[config.mk]
export PLATFORM = sky130hd
export DESIGN_NAME = fifo_req_router
export DESIGN_NICKNAME = d
export VERILOG_FILES = /design/src/rtl/frr_pkg.sv /design/src/rtl/frr_drain_fsm.sv /design/src/rtl/frr_chan.sv /design/src/rtl/fifo_req_router.sv
export SDC_FILE = /design/constraint.sdc
export NUM_CORES = 1
export LEC_CHECK = 0
export BUFFER_PORTS_ARGS = -buffer_cell sky130_fd_sc_hd__buf_4
export CAP_MARGIN = 20
export CORE_MARGIN = 2
export CORE_UTILIZATION = 50
export CTS_CLUSTER_DIAMETER = 50
export CTS_CLUSTER_SIZE = 25
export DETAILED_ROUTE_END_ITERATION = 6
export PLACE_DENSITY = 0.76
export SETUP_SLACK_MARGIN = 0.4
export SLEW_MARGIN = 20
export SYNTH_ARGS = -nofsm -noshare
export SYNTH_HDL_FRONTEND = slang
export SYNTH_HIERARCHICAL = 1
export SYNTH_SLANG_ARGS = --single-unit
export TNS_END_PERCENT = 50
[constraint.sdc]
create_clock -name clk -period 3.2 [get_ports clk]
set_input_delay 0.64 -clock clk [delete_from_list [all_inputs] [get_ports clk]]
set_output_delay 0.64 -clock clk [all_outputs]
set_load 0.005 [all_outputs]
[src/rtl/frr_pkg.sv]
`timescale 1ns/1ps
package frr_pkg;
    localparam int CTL_W = 16;

    // control word bit positions
    localparam int B_TOR_IE  = 0;
    localparam int B_UNF_IE  = 1;
    localparam int B_OVF_IE  = 12;
    localparam int B_DRN_EN  = 14;
    localparam int B_DRN_SEL = 15;

    // status word bit positions
    localparam int S_OVF = 0;
    localparam int S_UNF = 1;
    localparam int S_TOR = 2;
    localparam int S_DRN = 3;

    typedef enum logic {
        DRN_IDLE = 1'b0,
        DRN_WAIT = 1'b1
    } drn_state_e;

    typedef struct packed {
        logic drn_sel;
        logic drn_en;
        logic ovf_ie;
        logic unf_ie;
        logic tor_ie;
    } ctl_t;

    typedef struct packed {
        logic tor;
        logic unf;
        logic ovf;
    } flg_t;
endpackage

[src/rtl/frr_drain_fsm.sv]
`timescale 1ns/1ps
module frr_drain_fsm
    import frr_pkg::*;
(
    input  logic clk,
    input  logic rst_n,
    input  logic drn_en,
    input  logic drn_sel,
    input  logic rf_nempty,
    input  logic dma_ack,
    output logic dma_req
);
    drn_state_e st_q;
    drn_state_e st_d;

    always_ff @(posedge clk or negedge rst_n) begin
        if (!rst_n) st_q <= DRN_IDLE;
        else        st_q <= st_d;
    end

    always_comb begin
        st_d = st_q;
        unique case (st_q)
            DRN_IDLE: begin
                // ARM
                if (drn_en && drn_sel && rf_nempty) st_d = DRN_WAIT;
            end
            DRN_WAIT: begin
                if (!drn_en || !drn_sel)           st_d = DRN_IDLE; // ABORT
                else if (dma_ack && !rf_nempty)    st_d = DRN_IDLE; // DONE
            end
            default: st_d = DRN_IDLE;
        endcase
    end

    always_comb dma_req = (st_q == DRN_WAIT);
endmodule

[src/rtl/frr_chan.sv]
`timescale 1ns/1ps
module frr_chan
    import frr_pkg::*;
(
    input  logic clk,
    input  logic rst_n,
    input  logic ctl_we,
    input  logic sts_we,
    input  ctl_t wr_ctl,
    input  flg_t wr_clr,
    input  logic ovf_evt,
    input  logic unf_evt,
    input  logic tor_evt,
    input  logic rf_nempty,
    input  logic dma_ack,
    output ctl_t ctl_q,
    output flg_t flg_q,
    output logic ovf_irq,
    output logic drain_irq,
    output logic dma_req,
    output logic err_term,
    output logic perr
);
    logic ovf_irq_q;
    logic drain_irq_q;

    always_ff @(posedge clk or negedge rst_n) begin
        if (!rst_n) begin
            ctl_q <= '0;
            flg_q <= '0;
        end else begin
            if (ctl_we) ctl_q <= wr_ctl;
            flg_q.ovf <= ovf_evt | (flg_q.ovf & ~(sts_we & wr_clr.ovf));
            flg_q.unf <= unf_evt | (flg_q.unf & ~(sts_we & wr_clr.unf));
            flg_q.tor <= tor_evt | (flg_q.tor & ~(sts_we & wr_clr.tor));
        end
    end

    always_ff @(posedge clk or negedge rst_n) begin
        if (!rst_n) begin
            ovf_irq_q   <= 1'b0;
            drain_irq_q <= 1'b0;
        end else begin
            ovf_irq_q   <= ctl_q.ovf_ie & flg_q.ovf;
            drain_irq_q <= ctl_q.drn_en & ~ctl_q.drn_sel & rf_nempty;
        end
    end

    frr_drain_fsm u_fsm (
        .clk       (clk),
        .rst_n     (rst_n),
        .drn_en    (ctl_q.drn_en),
        .drn_sel   (ctl_q.drn_sel),
        .rf_nempty (rf_nempty),
        .dma_ack   (dma_ack),
        .dma_req   (dma_req)
    );

    always_comb begin
        ovf_irq   = ovf_irq_q;
        drain_irq = drain_irq_q;
        err_term  = (ctl_q.ovf_ie & flg_q.ovf) |
                    (ctl_q.unf_ie & flg_q.unf) |
                    (ctl_q.tor_ie & flg_q.tor);
        perr      = ctl_we & dma_req & ~dma_ack &
                    (~wr_ctl.drn_en | ~wr_ctl.drn_sel);
    end
endmodule

[src/rtl/fifo_req_router.sv]
`timescale 1ns/1ps
module fifo_req_router
    import frr_pkg::*;
#(
    parameter int NUM_CH = 6,
    parameter int AW     = $clog2(NUM_CH) + 1
) (
    input  logic              clk,
    input  logic              rst_n,
    input  logic              wr_en,
    input  logic [AW-1:0]     wr_addr,
    input  logic [CTL_W-1:0]  wr_data,
    input  logic [AW-1:0]     rd_addr,
    output logic [CTL_W-1:0]  rd_data,
    input  logic [NUM_CH-1:0] ovf_evt,
    input  logic [NUM_CH-1:0] unf_evt,
    input  logic [NUM_CH-1:0] tor_evt,
    input  logic [NUM_CH-1:0] rf_nempty,
    input  logic [NUM_CH-1:0] dma_ack,
    output logic [NUM_CH-1:0] ovf_irq,
    output logic [NUM_CH-1:0] drain_irq,
    output logic [NUM_CH-1:0] dma_req,
    output logic              err_irq,
    output logic              prot_err
);
    localparam int CH_AW = AW - 1;

    logic [CH_AW-1:0] wr_ch;
    logic [CH_AW-1:0] rd_ch;
    ctl_t             wr_ctl;
    flg_t             wr_clr;

    logic [NUM_CH-1:0] ctl_oie, ctl_uie, ctl_tie, ctl_den, ctl_dsel;
    logic [NUM_CH-1:0] fl_ovf, fl_unf, fl_tor;
    logic [NUM_CH-1:0] err_term, perr;
    logic [CTL_W-1:0]  ctl_word [NUM_CH];
    logic [CTL_W-1:0]  sts_word [NUM_CH];

    logic err_q;
    logic perr_q;

    always_comb begin
        wr_ch          = wr_addr[AW-1:1];
        rd_ch          = rd_addr[AW-1:1];
        wr_ctl.tor_ie  = wr_data[B_TOR_IE];
        wr_ctl.unf_ie  = wr_data[B_UNF_IE];
        wr_ctl.ovf_ie  = wr_data[B_OVF_IE];
        wr_ctl.drn_en  = wr_data[B_DRN_EN];
        wr_ctl.drn_sel = wr_data[B_DRN_SEL];
        wr_clr.ovf     = wr_data[S_OVF];
        wr_clr.unf     = wr_data[S_UNF];
        wr_clr.tor     = wr_data[S_TOR];
    end

    for (genvar i = 0; i < NUM_CH; i++) begin : g_ch
        ctl_t ctl_q;
        flg_t flg_q;
        logic ctl_we;
        logic sts_we;

        always_comb begin
            ctl_we = wr_en && !wr_addr[0] && (wr_ch == CH_AW'(i));
            sts_we = wr_en &&  wr_addr[0] && (wr_ch == CH_AW'(i));
        end

        frr_chan u_chan (
            .clk       (clk),
            .rst_n     (rst_n),
            .ctl_we    (ctl_we),
            .sts_we    (sts_we),
            .wr_ctl    (wr_ctl),
            .wr_clr    (wr_clr),
            .ovf_evt   (ovf_evt[i]),
            .unf_evt   (unf_evt[i]),
            .tor_evt   (tor_evt[i]),
            .rf_nempty (rf_nempty[i]),
            .dma_ack   (dma_ack[i]),
            .ctl_q     (ctl_q),
            .flg_q     (flg_q),
            .ovf_irq   (ovf_irq[i]),
            .drain_irq (drain_irq[i]),
            .dma_req   (dma_req[i]),
            .err_term  (err_term[i]),
            .perr      (perr[i])
        );

        always_comb begin
            ctl_oie[i]  = ctl_q.ovf_ie;
            ctl_uie[i]  = ctl_q.unf_ie;
            ctl_tie[i]  = ctl_q.tor_ie;
            ctl_den[i]  = ctl_q.drn_en;
            ctl_dsel[i] = ctl_q.drn_sel;
            fl_ovf[i]   = flg_q.ovf;
            fl_unf[i]   = flg_q.unf;
            fl_tor[i]   = flg_q.tor;

            ctl_word[i]            = '0;
            ctl_word[i][B_TOR_IE]  = ctl_q.tor_ie;
            ctl_word[i][B_UNF_IE]  = ctl_q.unf_ie;
            ctl_word[i][B_OVF_IE]  = ctl_q.ovf_ie;
            ctl_word[i][B_DRN_EN]  = ctl_q.drn_en;
            ctl_word[i][B_DRN_SEL] = ctl_q.drn_sel;

            sts_word[i]        = '0;
            sts_word[i][S_OVF] = flg_q.ovf;
            sts_word[i][S_UNF] = flg_q.unf;
            sts_word[i][S_TOR] = flg_q.tor;
            sts_word[i][S_DRN] = rf_nempty[i];
        end
    end

    always_comb begin
        rd_data = '0;
        for (int i = 0; i < NUM_CH; i++) begin
            if (rd_ch == CH_AW'(i)) rd_data = rd_addr[0] ? sts_word[i] : ctl_word[i];
        end
    end

    always_ff @(posedge clk or negedge rst_n) begin
        if (!rst_n) begin
            err_q  <= 1'b0;
            perr_q <= 1'b0;
        end else begin
            err_q  <= |err_term;
            perr_q <= |perr;
        end
    end

    always_comb begin
        err_irq  = err_q;
        prot_err = perr_q;
    end
endmodule

==> impl_metrics.json, run 1 <==
{
  "drive_above_1_share_pct": 35.3,
  "multi_input_area_mm2": 0.00166,
  "status": "completed",
  "hold_violations": 0,
  "grt_pass1_vias": 2512,
  "critical_path.startpoint_type": "primary input",
  "rows": 30,
  "ys_warn_count": 6,
  "fin_crit_ns": 2.54,
  "worst_pin_slew_ns": 0.856,
  "skew_ns": 0.00490,
  "wl_met2_um": 3860,
  "ys_types": 34,
  "synth_edf_count": 0,
  "cts_buffers": 9,
  "finalNetCount": 432,
  "post_cts_buffers": 0,
  "grt_remaining_overflow": 0,
  "post-place-ws_ns": 0.687,
  "drt_iter0_markers": 201,
  "arrival_ns": 1.90,
  "drv_slew": 0,
  "cts.htree.levels": 3,
  "crit_type": "primary input to primary output",
  "cp_top_family": "compound AO/OA/AOI/OAI gates",
  "dieHeight_um": 88.2,
  "cap_violations": 0,
  "grt_pass1_wl_um": 12700,
  "clkTransAtPathRegs_ns": 0.07,
  "place_congestion": 0.808,
  "worst_setup_path_end_kind": "primary output",
  "wl_per_cell_um": 16.9,
  "syn_area_per_cell_um2": 11.8,
  "core_area_mm2": 0.00683,
  "synthDominantAreaCellType": "dfrtp_1",
  "vias": 2543,
  "crit_buf_inv": 2,
  "grt.total_usage_pct": 22.1,
  "rsz0062_at_grt": "false",
  "drc": 0,
  "yosysSeqAreaShare_pct": 48.0,
  "dpl.hpwl_um": 5730,
  "cts_tree": "done",
  "antenna_cells": 0,
  "critPathMaxFanout": 17,
  "crit_chain": "buf_4, mux2_2, o21ai_0, o2bb2ai_1, o211ai_1, buf_4",
  "clk_latency_ns": 0.35,
  "vias_per_cell": 5.34,
  "required_ns": 2.56,
  "num_io_pins": 93,
  "ys_ff_latch": 68,
  "p_per_area_mw_per_mm2": 528,
  "dr_wl_met3_um": 414,
  "slowest_delay_ns": 0.38,
  "cts.repair.resized": 0,
  "hold_path.class": "primary input to asynchronous set/reset pin",
  "setup_viol": 0,
  "max_slew_margin_pct": 42.9,
  "drtPass1Iterations": 5,
  "ant_nets": 0,
  "chipWidth_um": 88.2,
  "p_leak_uw": 0.00197,
  "finalNonFillerCells": 476,
  "grt_start_max_net_pins": 69,
  "total_power_uw": 2260,
  "fin_crit_sh_pct": 79.5,
  "start_util_pct": 51.8,
  "clock-sinks": 68,
  "dp.cells": 460,
  "slowest_stage": "mux2_2",
  "nFillCells": 567,
  "m1WireLength_um": 3590,
  "portBuffers": 73,
  "setup_tns_ns": 0,
  "cp_common_cell": "buf_4",
  "syn-cell-area_mm2": 0.00354,
  "drt-total-wl_um": 8050,
  "async_reset_ff_share_pct": 100,
  "yosysTopAreaCellShare_pct": 48.0,
  "ir_drop_mv": 0.247,
  "cts_max_path_buffers": 2,
  "cts-hold-fix-buffers": 0,
  "syn_inst": 299,
  "layout-area-overhead-vs-synth_pct": 20.9,
  "dr.max_layer_used": "met4",
  "die-area_mm2": 0.00777,
  "ys_top_cells_by_area": "dfrtp_1, mux2_4, nand2_1",
  "synthFlopType": "dfrtp_1",
  "root_buffer": "clkbuf_8",
  "final_common_cell": "buf_4",
  "final_cell_mix": "buf_4, dfrtp_1, nand2_1",
  "antenna_found_initial": 0,
  "setup_slack_ns": 0.655,
  "regArea_mm2": 0.00170,
  "max_freq_ghz": 0.393
}
[path summary, 6_finish.rpt]
| path | start | to | slack, ns | cells past startpoint |
|---|---|---|---|---|
| worst max-delay path | rd_addr[0] | rd_data[0] | 0.66 | 6 |
| worst min-delay path | rst_n | g_ch[1].u_chan/u_fsm/dma_req | 0.39 | 1 |
| worst max register to register | g_ch[2].u_chan/ctl_q[2] | err_irq | 1.80 | 4 |
| worst min register to register | g_ch[5].u_chan/ctl_q[4] | g_ch[5].u_chan/drain_irq | 0.48 | 1 |
| max in group asynchronous | rst_n | g_ch[0].u_chan/flg_q[2] | 2.25 | 1 |
| min in group clk | ovf_evt[1] | g_ch[1].u_chan/flg_q[0] | 0.46 | 2 |
[synthesized netlist by cell type, types with 2 or more instances]
cell / n
nand2_1: 40
mux2_4: 31
o211ai_1: 2
buf_4: 10
o211a_1: 6
nand3b_1: 3
o21ai_0: 5
a222oi_1: 7
nor2_1: 25
a211oi_2: 6
mux4_1: 3
mux2_2: 3
a21oi_1: 4
o2bb2ai_1: 3
o22ai_1: 2
nor4_1: 2
buf_6: 9
mux2i_1: 14
dfrtp_1: 68
nand2b_1: 3
and2_1: 6
nor3_1: 4
nor2b_1: 9
a21o_1: 18
inv_1: 7
[state kept, by name (all words and copies together), names as in the netlist]
name and count:
g_ch.u_chan/drain_irq 6, err_irq 1, g_ch.u_chan/ctl_q 30, g_ch.u_chan/ovf_irq 6, prot_err 1, g_ch.u_chan/flg_q 18
g_ch.u_chan/u_fsm/dma_req 6
[cells by family (layout without fill, tap and decap cells)]
logic type	count (synthesis)	in the layout	synth area share, %
and+or+nand+nor	97	97	12.8
DFF	68	68	48.0
AOI/OAI and AO/OA	54	54	12.6
muxes	52	52	20.6
buffers and inverters	27	100	5.86
other	1	9	0.106
[routing by layer]
layer	GRT usage, %	vias up
li1	-	1195
met1	30.2	1247
met2	33.8	86
met3	4.24	15
met4	11.0	0
met5	0	-
[final cells by class]
class / instances / area share (%)
sequential: 68 / 39.7
multi-input combinational: 212 / 38.8
timing repair buffer: 77 / 13.5
clock buffer: 12 / 3.39
tap: 96 / 2.80
clock inverter: 4 / 1.14
inverter: 7 / 0.613
[power breakdown]
group	internal (uW)	switching, uW
logic	295	176
clock network	380	316
registers	986	106
[metrics by stage]
stage               utilization, %  hold WS (ns)  area [um2]
floorplan                        -         0.344        3570
global placement              59.9         0.461        4090
detailed placement            59.9         0.473        4090
CTS                           62.7         0.420        4280
global route                  62.7         0.449        4280
finish                        62.7         0.393        4280
Note: power is estimated with default switching activity, not from simulation.
==> run 2, diff against run 1 <==
--- a/config.mk
+++ b/config.mk
@@ -5,6 +5,7 @@
 export SDC_FILE = /design/constraint.sdc
 export NUM_CORES = 1
 export LEC_CHECK = 0
+export ABC_AREA = 1
 export BUFFER_PORTS_ARGS = -buffer_cell sky130_fd_sc_hd__buf_4
 export CAP_MARGIN = 20
 export CORE_MARGIN = 2
==> constraint.sdc (replaced) <==
create_clock -name clk -period 2.5 [get_ports clk]
set_input_delay 0.5 -clock clk [delete_from_list [all_inputs] [get_ports clk]]
set_output_delay 0.5 -clock clk [all_outputs]
set_load 0.005 [all_outputs]
==> run 2 against run 1 <==
Final area grew 3.6%. Via count up 28%. Clock skew rose by 0.00071 ns. First-iteration DRC count is 9.5% lower. Sequential power increased by 28%. Sequential share of layout area down 1.4 points. Die area up 3.4%. Routed wire length grew 1.7%.
==> impl_metrics.json, run 2 <==
{
  "status": "completed",
  "fin_crit_sh_pct": 80.5,
  "drt-total-wl_um": 8180,
  "async_reset_ff_share_pct": 100,
  "dpl.hpwl_um": 6180,
  "ir_drop_mv": 0.288,
  "synthDominantAreaCellType": "dfrtp_1",
  "final_cell_mix": "nand2_1, inv_1, buf_4",
  "drv_slew": 0,
  "hold_path.class": "primary input to asynchronous set/reset pin",
  "largest_reg_flops": 30,
  "place_congestion": 0.827,
  "drc": 0,
  "clkTransAtPathRegs_ns": 0.06,
  "largestRegisters": "g_ch.u_chan/ctl_q (30), g_ch.u_chan/flg_q (18)",
  "regMostFlops": "g_ch.u_chan/ctl_q",
  "start_util_pct": 51.1,
  "m1WireLength_um": 3520,
  "skew_ns": 0.00561,
  "num_io_pins": 93,
  "total_power_uw": 2760,
  "worstReg2RegEnd": "err_irq",
  "crit_type": "primary input to primary output",
  "antenna_cells": 0,
  "drt_iter0_markers": 182,
  "root_buffer": "clkbuf_8",
  "syn_inst": 512,
  "cap_violations": 0,
  "crit_path_end": "rd_data[0]",
  "vias": 3264,
  "max_slew_margin_pct": 43.5,
  "core_area_mm2": 0.00718,
  "reg2reg_from": "g_ch[3].u_chan/flg_q[0]",
  "clock-sinks": 68,
  "final_common_cell": "nand2_1",
  "max_freq_ghz": 0.497,
  "synthFlopType": "dfrtp_1",
  "portBuffers": 73,
  "p_leak_uw": 0.00240,
  "syn-cell-area_mm2": 0.00367,
  "ys_ff_latch": 68,
  "cts_tree": "done",
  "cts.htree.levels": 3,
  "crit_chain": "buf_4, inv_2, nand3_1, a21oi_1, nor2_1, nand4_1, buf_4",
  "grt_pass1_wl_um": 13200,
  "hold_violations": 0,
  "cp_top_family": "simple AND/OR/NAND/NOR gates",
  "post-place-ws_ns": 0.477,
  "chipWidth_um": 89.7,
  "ys_top_cells_by_area": "dfrtp_1, nand2_1, inv_1",
  "r2r.worst_path.cells": 4,
  "dieHeight_um": 89.7,
  "wl_met2_um": 3940,
  "reg2reg_slack_ns": 1.25,
  "setup_slack_ns": 0.488,
  "dr_wl_met3_um": 518,
  "yosysMostFrequentCell": "nand2_1",
  "netlist_top_cells_count": "nand2_1, inv_1, dfrtp_1",
  "cp.depth": 7,
  "cts_max_path_buffers": 2,
  "syn_area_per_cell_um2": 7.17,
  "ys_types": 24,
  "cp_common_cell": "buf_4",
  "worst_pin_slew_ns": 0.848,
  "crit_start": "rd_addr[3]",
  "wl_per_cell_um": 11.8,
  "rsz0062_at_grt": "false",
  "rows": 31,
  "vias_per_cell": 4.70,
  "grt.total_usage_pct": 21.8,
  "setup_tns_ns": 0,
  "grt_remaining_overflow": 0,
  "crit_buf_inv": 3,
  "critical_path.startpoint_type": "primary input",
  "cts_buffers": 9,
  "ant_nets": 0,
  "die-area_mm2": 0.00804,
  "fin_crit_ns": 2.01,
  "nFillCells": 696,
  "p_per_area_mw_per_mm2": 621,
  "finalNetCount": 648,
  "setup_viol": 0,
  "slowest_stage": "nand3_1",
  "antenna_found_initial": 0,
  "layout-area-overhead-vs-synth_pct": 20.9,
  "ys_warn_count": 6,
  "drtPass1Iterations": 4,
  "required_ns": 2.00,
  "grt_start_max_net_pins": 69,
  "drive_above_1_share_pct": 20.8,
  "worst_setup_path_end_kind": "primary output",
  "synth_edf_count": 0,
  "dr.max_layer_used": "met4",
  "arrival_ns": 1.51,
  "critPathMaxFanout": 8,
  "yosysSeqAreaShare_pct": 46.4,
  "slowest_delay_ns": 0.25,
  "yosysTopAreaCellShare_pct": 46.4,
  "grt_pass1_vias": 3052,
  "clk_latency_ns": 0.34
}
run 2: cell count changes in the layout (fill, tap and decap cells not counted), sizes merged, moves of 9 or more:
cell / delta
mux2i: -14
a21o: -18
nand3: +30
inv: +81
nand2: +161
nor2b: -9
o21ai: +25
mux2: -35
nor2: +24
run 2: metal layers:
metal	vias up	GRT usage, %
met5	-	0
met4	0	11.4
met3	19	3.56
met2	118	36.8
met1	1440	26.8
li1	1687	-
run 2: cells by family after synthesis:
| group | share of synthesized area [%] |
|---|---|
| other | 0.102 |
| flip-flops | 46.4 |
| AND/OR/NAND/NOR | 33.4 |
| AO/OA/AOI/OAI | 6.82 |
| buffers and inverters | 13.3 |
run 2: worst register-to-register path: stages (launching register included):
cell     delay, ns
dfrtp_1       0.42
nand2_1       0.12
nand3_1       0.09
nor4_1        0.41
nand2_1       0.09
run 2: area by class of cell:
| cell class | count | area (um2) | area share, % |
|---|---|---|---|
| Sequential cell | 68 | 1700 | 38.3 |
| Multi-Input combinational cell | 344 | 1510 | 34.0 |
| Timing Repair Buffer | 80 | 604 | 13.6 |
| Inverter | 88 | 330 | 7.44 |
| Clock buffer | 13 | 159 | 3.58 |
| Tap cell | 99 | 124 | 2.79 |
| Clock inverter | 2 | 10.0 | 0.226 |
run 2: stage by stage:
stage	instances	utilization, %	hold slack (ns)	area (um2)
final	694	61.8	0.265	4440
after detailed placement	679	59.4	0.466	4270
after global routing	694	61.8	0.334	4440
after floorplan	520	-	0.204	3700
after global placement	679	59.4	0.462	4270
after CTS	694	61.8	0.291	4430
run 2: worst min-delay path by stage:
stage,endpoint,slack [ns],startpoint,cells after the start
finish,g_ch[1].u_chan/u_fsm/dma_req,0.26,rst_n,1
global route,g_ch[2].u_chan/flg_q[0],0.33,ovf_evt[2],3
CTS,prot_err,0.29,rst_n,1
detailed placement,g_ch[1].u_chan/drain_irq,0.47,g_ch[1].u_chan/ctl_q[4],1
global placement,g_ch[0].u_chan/drain_irq,0.46,g_ch[0].u_chan/ctl_q[4],1
floorplan,err_irq,0.20,rst_n,0
run 2: report_power, final:
part	internal, uW	leakage (uW)	total [uW]	switching [uW]
logic	262	0.00154	569	307
clock network	406	0.0000893	789	383
registers	1270	0.000772	1400	127
run 2: what timing repair did:
item	CTS	global route
hold buffers	0	0
endpoints found under the setup margin	0	3
buffers inserted	0	0
gates resized for setup	0	1
